**config.mk**
```make
export PLATFORM = sky130hd
export DESIGN_NAME = line_pair_field
export DESIGN_NICKNAME = d
export VERILOG_FILES = /design/src/rtl/line_pair_field.sv
export SDC_FILE = /design/constraint.sdc
export NUM_CORES = 1
export LEC_CHECK = 0
export CORE_ASPECT_RATIO = 1.2
export CORE_MARGIN = 3
export CORE_UTILIZATION = 30
export CTS_CLUSTER_DIAMETER = 100
export CTS_CLUSTER_SIZE = 25
export DETAILED_ROUTE_END_ITERATION = 8
export SYNTH_ARGS = -nofsm -noshare
export SYNTH_HDL_FRONTEND = slang
export SYNTH_SLANG_ARGS = --single-unit
```
**constraint.sdc**
```tcl
create_clock -name clk -period 3.4 [get_ports clk]
set_input_delay 0.68 -clock clk [delete_from_list [all_inputs] [get_ports clk]]
set_output_delay 0.68 -clock clk [all_outputs]
set_load 0.005 [all_outputs]
```
**src/rtl/line_pair_field.sv**
```systemverilog
module line_pair_field #(
  parameter int PIX_W    = 8,
  parameter int MAX_COLS = 64,
  parameter int MAX_ROWS = 2048
) (
  input  logic             clk,
  input  logic             rst_n,
  input  logic             in_valid,
  input  logic [PIX_W-1:0] in_data,
  input  logic             in_sof,
  input  logic             in_eol,
  input  logic             in_field_odd,
  input  logic [1:0]       in_mode,
  output logic             out_valid,
  output logic [PIX_W:0]   out_data,
  output logic             out_sof,
  output logic             out_eol,
  output logic             out_field_odd
);
  localparam int COL_W = (MAX_COLS > 1) ? $clog2(MAX_COLS) : 1;
  localparam int ROW_W = (MAX_ROWS > 1) ? $clog2(MAX_ROWS) : 1;
  localparam int BUF_D = 1 << COL_W;
  localparam logic [1:0] MODE_PROG = 2'b01;
  localparam logic [1:0] MODE_PICK = 2'b10;

  logic [ROW_W-1:0] row_q;
  logic [COL_W-1:0] col_q;
  logic             par_q, first_q;
  logic [1:0]       mode_q;
  logic [PIX_W-1:0] line_buf [BUF_D];

  wire [ROW_W-1:0] cur_row   = in_sof ? '0 : row_q;
  wire [COL_W-1:0] cur_col   = in_sof ? '0 : col_q;
  wire             cur_par   = in_sof ? in_field_odd : par_q;
  wire [1:0]       cur_mode  = in_sof ? in_mode : mode_q;
  wire             first_nxt = in_sof | first_q;

  wire [ROW_W-1:0] rel      = cur_row - {{(ROW_W-1){1'b0}}, ~cur_par};
  wire             skip_top = ~cur_par & (cur_row == '0);
  wire             summing  = (cur_mode != MODE_PROG) & (cur_mode != MODE_PICK);
  wire             passing  = (cur_mode == MODE_PROG) | ((cur_mode == MODE_PICK) & cur_par);
  wire             pair_ok  = in_valid & summing & ~skip_top;
  wire             store    = pair_ok & ~rel[0];
  wire             emit_sum = pair_ok & rel[0];
  wire             emit     = emit_sum | (in_valid & passing);

  always_ff @(posedge clk) begin
    if (store) line_buf[cur_col] <= in_data;
  end

  always_ff @(posedge clk) begin
    if (!rst_n) begin
      row_q   <= '0;
      col_q   <= '0;
      par_q   <= 1'b0;
      mode_q  <= 2'b00;
      first_q <= 1'b0;
    end else if (in_valid) begin
      col_q   <= in_eol ? '0 : cur_col + 1'b1;
      if (in_eol) row_q <= cur_row + 1'b1;
      else        row_q <= cur_row;
      par_q   <= cur_par;
      mode_q  <= cur_mode;
      first_q <= emit ? 1'b0 : first_nxt;
    end
  end

  always_ff @(posedge clk) begin
    if (!rst_n) begin
      out_valid     <= 1'b0;
      out_data      <= '0;
      out_sof       <= 1'b0;
      out_eol       <= 1'b0;
      out_field_odd <= 1'b0;
    end else begin
      out_valid <= emit;
      out_sof   <= emit & first_nxt;
      out_eol   <= emit & in_eol;
      if (emit) begin
        out_data      <= emit_sum ? ({1'b0, line_buf[cur_col]} + {1'b0, in_data})
                                  : {1'b0, in_data};
        out_field_odd <= cur_par;
      end
    end
  end
endmodule

```
==> flow_summary.yaml, run 1 <==
synth:
  synth_xor_area_share_pct: 0.5135
  synth_top_family_by_area: "compound AO/OA/AOI/OAI gates"
  synth_cell_types: 83
  netlist_area_um2: 22170
  netlist.area_leader.share_pct: 69.34
  synth-main-ff-cell: "edfxtp_1"
  synth-edff-count: 512
  synth.area.top_cells: "edfxtp_1, mux2i_1, dfxtp_1"
  netlist_instances: 1468
  synth_area_leader_cell: "edfxtp_1"
  ys_warn_count: 0
  ys_top_cells_by_count: "edfxtp_1, nor2_1, o22ai_1"
  async_flop_share_pct: 0
  synth-simple-area-share_pct: 6.348
  syn_area_per_cell_um2: 15.10
  ys_seq_area_share_pct: 72.41
  synth-compound-area-share_pct: 11.12
  synth_most_common_cell: "edfxtp_1"
  synthMuxAreaShare_pct: 6.140
  ys_ff_latch: 546
  synth-adder-area-share_pct: 0.8239
  syn_nets: 1498
drt:
  drc_errors: 0
  drtAntennaViolNets: 0
  wl_met2_um: 38510
  via_per_inst: 5.480
  highest_layer: "met4"
  first_pass_iters: 5
  wl_met3_um: 6005
  num_vias: 15210
  drt-met1-wl_um: 30200
  wl_per_cell_um: 28.59
  drt_wl_total_um: 79380
  drt_iter0_drc: 1707
global_routing:
  grt_pass1_vias: 15050
  grt_start_max_net_pins: 66
  grt_overflow: 0
  grtUsageTotal_pct: 20.12
  grt_first_pass_wirelength_um: 111700
  antenna_found_initial: 2
layout:
  design_area_um2: 28300
  fillers: 6673
  seq_area_um2: 16070
  utilization_pct: 38.86
  drive_gt1_share_pct: 33.21
  multi_input_area_um2: 6201
  area_delta_synth_final_pct: 27.66
  nets: 1852
clock_network:
  clock_latency_ns: 0.60
  clock_sinks: 546
  cts_tree: "done"
  cts-buffers-inserted: 25
  hold_buffers: 0
  htreeDepth: 1
  root_buffer: "clkbuf_16"
  clkTransAtPathRegs_ns: 0.11
  clock_path_buffers: 3
sta:
  drv_slew: 0
  worst_slack_ns: -0.1310
  final-hold-violation-count: 0
  tightest_slew_ns: 0.9530
  max_freq_mhz: 283.2
  rsz0062_at_grt: "yes"
  setup_violations: 3
  clock_skew_ns: 0.02515
  fin_crit_ns: 3.531
  max_slew_margin_pct: 36.47
  fin_crit_sh_pct: 103.9
worst_hold_path:
  hold_path.class: "register to register"
critical_path:
  path_cells: "buf_4 > or3b_4 > buf_6 > buf_4 > o211ai_1 > o211ai_1 > a32o_1 > ha_1 > o211ai_1 > nor2b_2 > xnor2_1 > o211a_1"
  slowest_stage: "or3b_4"
  start_kind: "register"
  cp_top_family: "compound AO/OA/AOI/OAI gates"
  path_buf_inv: 3
  required_ns: 3.89
  path_max_fanout: 8
  cp-end-kind: "register"
  reg2reg_setup_slack_ns: -0.13
  slowest_delay_ns: 0.43
  cp_common_cell: "o211ai_1"
  worst-setup-path-type: "register to register"
  arrival_ns: 4.02
floorplan:
  io_pins: 29
  dieArea_um2: 77220
  die_w_um: 254.2
  rows: 108
  core_area_um2: 72830
  start_util_pct: 30.44
  die_h_um: 303.8
power_and_ir_drop:
  leakage_nw: 9.349
  p_per_area_nw_per_um2: 413.9
  vdd_ir_drop_max_mv: 0.2712
place:
  place_area_um2: 26640
  preCtsSetupSlack_ns: -0.5971
  port_buffers: 28
  gp_congestion: 0.9776
  dp_hpwl_um: 55060
outcome:
  status: "finished, violations left"
  violations: "negative setup slack"
job:
  drv_cap: 0
==> logic make-up (layout without fill, tap and decap cells) <==
logic type                 count (synthesis)  after routing
xor gates and xnor gates                  13             13
AOI/OAI and AO/OA                        351            351
DFF                                      546            546
buffers and inverters                    113            485
and+or+nand+nor                          305            305
other                                      0              1
adders and majority gates                 14             14
muxes                                    126            126
==> state kept, by name, summed over array words and instances (netlist names) <==
register	cells
par_q	1
first_q	1
line_buf	512
row_q	11
out_valid	1
mode_q	2
out_field_odd	1
out_eol	1
out_sof	1
col_q	6
out_data	9
==> layout by cell type (no fill, tap or decap), types with 20 or more instances in the layout <==
cell type	n
a21oi_1	46
a22oi_1	20
buf_12	58
buf_4	312
buf_6	20
clkbuf_16	25
dfxtp_1	30
edfxtp_1	512
mux2_2	25
mux2i_1	88
nand2_1	71
nand3_1	22
nor2_1	77
nor2_2	40
nor3_1	26
o21ai_0	26
o22ai_1	87
==> tightest hold or removal path, stage by stage, from the launching register on <==
cell and delay (ns):
dfxtp_1 0.32, nand2_1 0.05, o21ai_0 0.06
==> area by class of cell <==
type                            count  share of cell area (%)
Antenna cell                        1                0.008841
Clock buffer                       44                   2.462
Clock inverter                      1                  0.1061
Inverter                           17                  0.2475
Multi-Input combinational cell    809                   21.91
Sequential cell                   546                   56.76
Tap cell                          935                   4.133
Timing Repair Buffer              423                   14.38
==> metal layers <==
| layer | vias to the layer above | GRT usage [%] |
|---|---|---|
| li1 | 6510 | - |
| met4 | 0 | 9.832 |
| met2 | 766 | 33.55 |
| met1 | 7753 | 25.64 |
| met3 | 184 | 2.889 |
| met5 | - | 0 |
==> per-stage QoR <==
step / power (mW) / setup TNS (ns) / instances / hold slack [ns]
3_3_place_gp: 8.259 / -3.434 / 2703 / 0.4434
5_1_grt: 12.04 / -0.6434 / 2775 / 0.4967
4_1_cts: 11.77 / -0.04604 / 2764 / 0.4689
3_5_place_dp: 8.268 / -3.651 / 2703 / 0.4539
2_1_floorplan: 7.809 / -37.01 / 1468 / 0.4357
6_report: 11.71 / -0.2434 / 2776 / 0.4649
==> power by group <==
group          switching [mW]  internal (mW)  leakage, nW
combinational           0.498          0.339         4.13
sequential             0.0138           7.35         4.88
clock                    2.03           1.48        0.345
==> what timing repair did <==
action	CTS	global route
resized for setup	104	37
endpoints found under the setup margin	6	7
setup buffers	15	11
gates cloned	2	0
pin swaps	34	24
==> worst paths after layout <==
check	startpoint	to	cells past startpoint
max	col_q[1]	out_data[5]	12
min	out_field_odd	out_field_odd	2
max reg2reg	col_q[1]	out_data[5]	12
min reg2reg	out_field_odd	out_field_odd	2
Power figures use the tool's default switching activity.
==> run 2: changes to the inputs <==
- CTS_CLUSTER_DIAMETER: 100 -> 80
- SKIP_LAST_GASP: unset -> 1
==> run 2 against run 1 <==
  * Sequential share of layout area about the same
  * Cell count down 0.25%
  * The run still ends with negative setup slack left
  * Largest cell class unchanged
  * First-iteration DRC count rose by 2.5%
  * Largest power group unchanged
  * Global-route usage down 0.073 points
==> flow_summary.yaml, run 2 (same netlist as run 1, synthesis figures left out) <==
floorplan:
  start_util_pct: 30.44
  die_w_um: 254.2
  io_pins: 29
  dieArea_um2: 77220
  rows: 108
  die_h_um: 303.8
  core_area_um2: 72830
critical_path:
  start_kind: "register"
  reg2reg_setup_slack_ns: -0.11
  required_ns: 3.90
  regToRegStartpoint: "col_q[2]"
  slowest_delay_ns: 0.40
  path_cells: "clkbuf_16 > nor3b_4 > buf_12 > a22oi_1 > nand2_1 > a221oi_2 > buf_4 > nor3_4 > o32ai_4 > ha_1 > a21o_1 > a211o_1 > o211ai_1 > nor2b_2 > xnor2_1 > o211a_1"
  path_max_fanout: 11
  regToRegEndpoint: "out_data[5]"
  cp_top_family: "compound AO/OA/AOI/OAI gates"
  arrival_ns: 4.00
  worst-setup-path-type: "register to register"
  cp-end-kind: "register"
  startpoint: "col_q[2]"
  crit_end: "out_data[5]"
  cp.depth: 16
  path_buf_inv: 3
  slowest_stage: "dfxtp_4"
  r2r_cells: 16
outcome:
  status: "finished, violations left"
  violations: "negative setup slack"
layout:
  drive_gt1_share_pct: 33.95
  nets: 1854
  layout_commonest_cell: "edfxtp_1"
  area_delta_synth_final_pct: 27.73
  largest_reg_flops: 512
  layout_common_cells: "edfxtp_1, buf_4, o22ai_1"
  top_register: "line_buf"
  fillers: 6662
  reg_top3: "line_buf: 512 flops, row_q: 11 flops, out_data: 9 flops"
  utilization_pct: 38.88
global_routing:
  grt_overflow: 0
  grt_first_pass_wirelength_um: 111200
  antenna_found_initial: 0
  grtUsageTotal_pct: 20.05
  grt_start_max_net_pins: 66
  grt_pass1_vias: 15060
sta:
  fin_crit_sh_pct: 103.1
  final-hold-violation-count: 0
  setup_violations: 4
  worst_slack_ns: -0.1054
  setup_tns_ns: -0.2273
  clock_skew_ns: 0.01903
  rsz0062_at_grt: "yes"
  drv_slew: 0
  max_freq_mhz: 285.3
  max_slew_margin_pct: 37.09
  tightest_slew_ns: 0.9436
  fin_crit_ns: 3.505
drt:
  wl_per_cell_um: 28.61
  drc_errors: 0
  drt_iter0_drc: 1749
  num_vias: 15110
  drtAntennaViolNets: 0
  via_per_inst: 5.458
  first_pass_iters: 7
  drt_wl_total_um: 79230
clock_network:
  clkTransAtPathRegs_ns: 0.11
  clock_sinks: 546
  cts_tree: "done"
  cts-buffers-inserted: 26
  htreeDepth: 1
  root_buffer: "clkbuf_16"
  clock_path_buffers: 3
  hold_buffers: 0
  clock_latency_ns: 0.59
power_and_ir_drop:
  p_per_area_nw_per_um2: 412.1
  swShare_pct: 21.77
  p_comb_share_pct: 7.2
  leakage_nw: 9.321
  p_int_mw: 9.130
  pwr-share-seq_pct: 63.1
  vdd_ir_drop_max_mv: 0.2640
  p_sw_mw: 2.541
  power_frac_clock_pct: 29.7
place:
  dp_hpwl_um: 55060
  gp_congestion: 0.9776
  port_buffers: 28
job:
  drv_cap: 0
worst_hold_path:
  hold_path.class: "register to register"
==> run 2: cell types whose count changed in the layout (fill, tap and decap cells not counted), moves of 3 or more <==
cell | before | now
buf_4 | 312 | 317
buf_6 | 20 | 14
clkbuf_1 | 19 | 1
clkbuf_16 | 25 | 29
clkinv_1 | 1 | 4
==> run 2: layout make-up <==
class	count	area, µm²	share of cell area [%]
clock inverter	8	45.04	0.1590
clock buffer	28	679.4	2.399
multi-input combinational	809	6195	21.87
antenna	2	5.005	0.01767
sequential	546	16070	56.74
tap	935	1170	4.131
inverter	17	70.07	0.2474
timing repair buffer	424	4089	14.44
==> run 2: worst min-delay path by stage <==
| stage | start | end | slack (ns) | cells after the start |
|---|---|---|---|---|
| after global placement | mode_q[1] | mode_q[1] | 0.44 | 2 |
| after global routing | mode_q[1] | mode_q[1] | 0.50 | 2 |
| after detailed placement | out_field_odd | out_field_odd | 0.45 | 2 |
| final | out_field_odd | out_field_odd | 0.47 | 2 |
| after floorplan | mode_q[0] | mode_q[0] | 0.44 | 2 |
| after CTS | out_field_odd | out_field_odd | 0.47 | 2 |
==> run 2: power by group through the flow <==
stage	clock (mW)	combinational (mW)	sequential, mW
2_1_floorplan	0	0.295	7.51
3_3_place_gp	0	0.743	7.52
3_5_place_dp	0	0.752	7.52
4_1_cts	3.55	0.815	7.36
5_1_grt	3.77	0.882	7.36
6_report	3.47	0.841	7.36
==> run 2: what timing repair did <==
action,CTS,global route
pin swaps,28,23
resized for setup,88,47
endpoints found under the setup margin,6,7
cloned,2,2
setup buffers,17,8
==> run 2: per-layer routing <==
metal | part of all wire [%] | GRT usage [%] | vias up
met5 | 0 | 0 | -
met4 | 6.0 | 10.34 | 0
met3 | 7.9 | 3.411 | 168
met2 | 48 | 33.32 | 727
met1 | 38 | 25.07 | 7720
li1 | - | - | 6499
==> run 2: metrics by stage <==
| step | instances | setup WS, ns | power, mW | hold slack, ns | instance area [µm²] |
|---|---|---|---|---|---|
| finish | 2769 | -0.1054 | 11.67 | 0.4684 | 28320 |
| global route | 2767 | -0.1968 | 12.02 | 0.4962 | 28320 |
| CTS | 2758 | -0.06397 | 11.72 | 0.4686 | 27970 |
| detailed placement | 2703 | -0.5971 | 8.268 | 0.4539 | 26640 |
| global placement | 2703 | -0.6284 | 8.259 | 0.4434 | 26640 |
| floorplan | 1468 | -0.1602 | 7.809 | 0.4357 | 22320 |
==> run 2: worst register-to-register path: stages (launching register included) <==
cell	delay (ns)
dfxtp_4	0.40
clkbuf_16	0.17
nor3b_4	0.16
buf_12	0.16
a22oi_1	0.21
nand2_1	0.11
a221oi_2	0.23
buf_4	0.19
nor3_4	0.05
o32ai_4	0.31
ha_1	0.29
a21o_1	0.20
a211o_1	0.27
o211ai_1	0.17
nor2b_2	0.22
xnor2_1	0.08
o211a_1	0.20
==> run 3: changes to the inputs <==
- HOLD_SLACK_MARGIN: unset -> 0.12
==> results of run 3 <==
Final layout, timing and power as in run 2 (identical DEF).
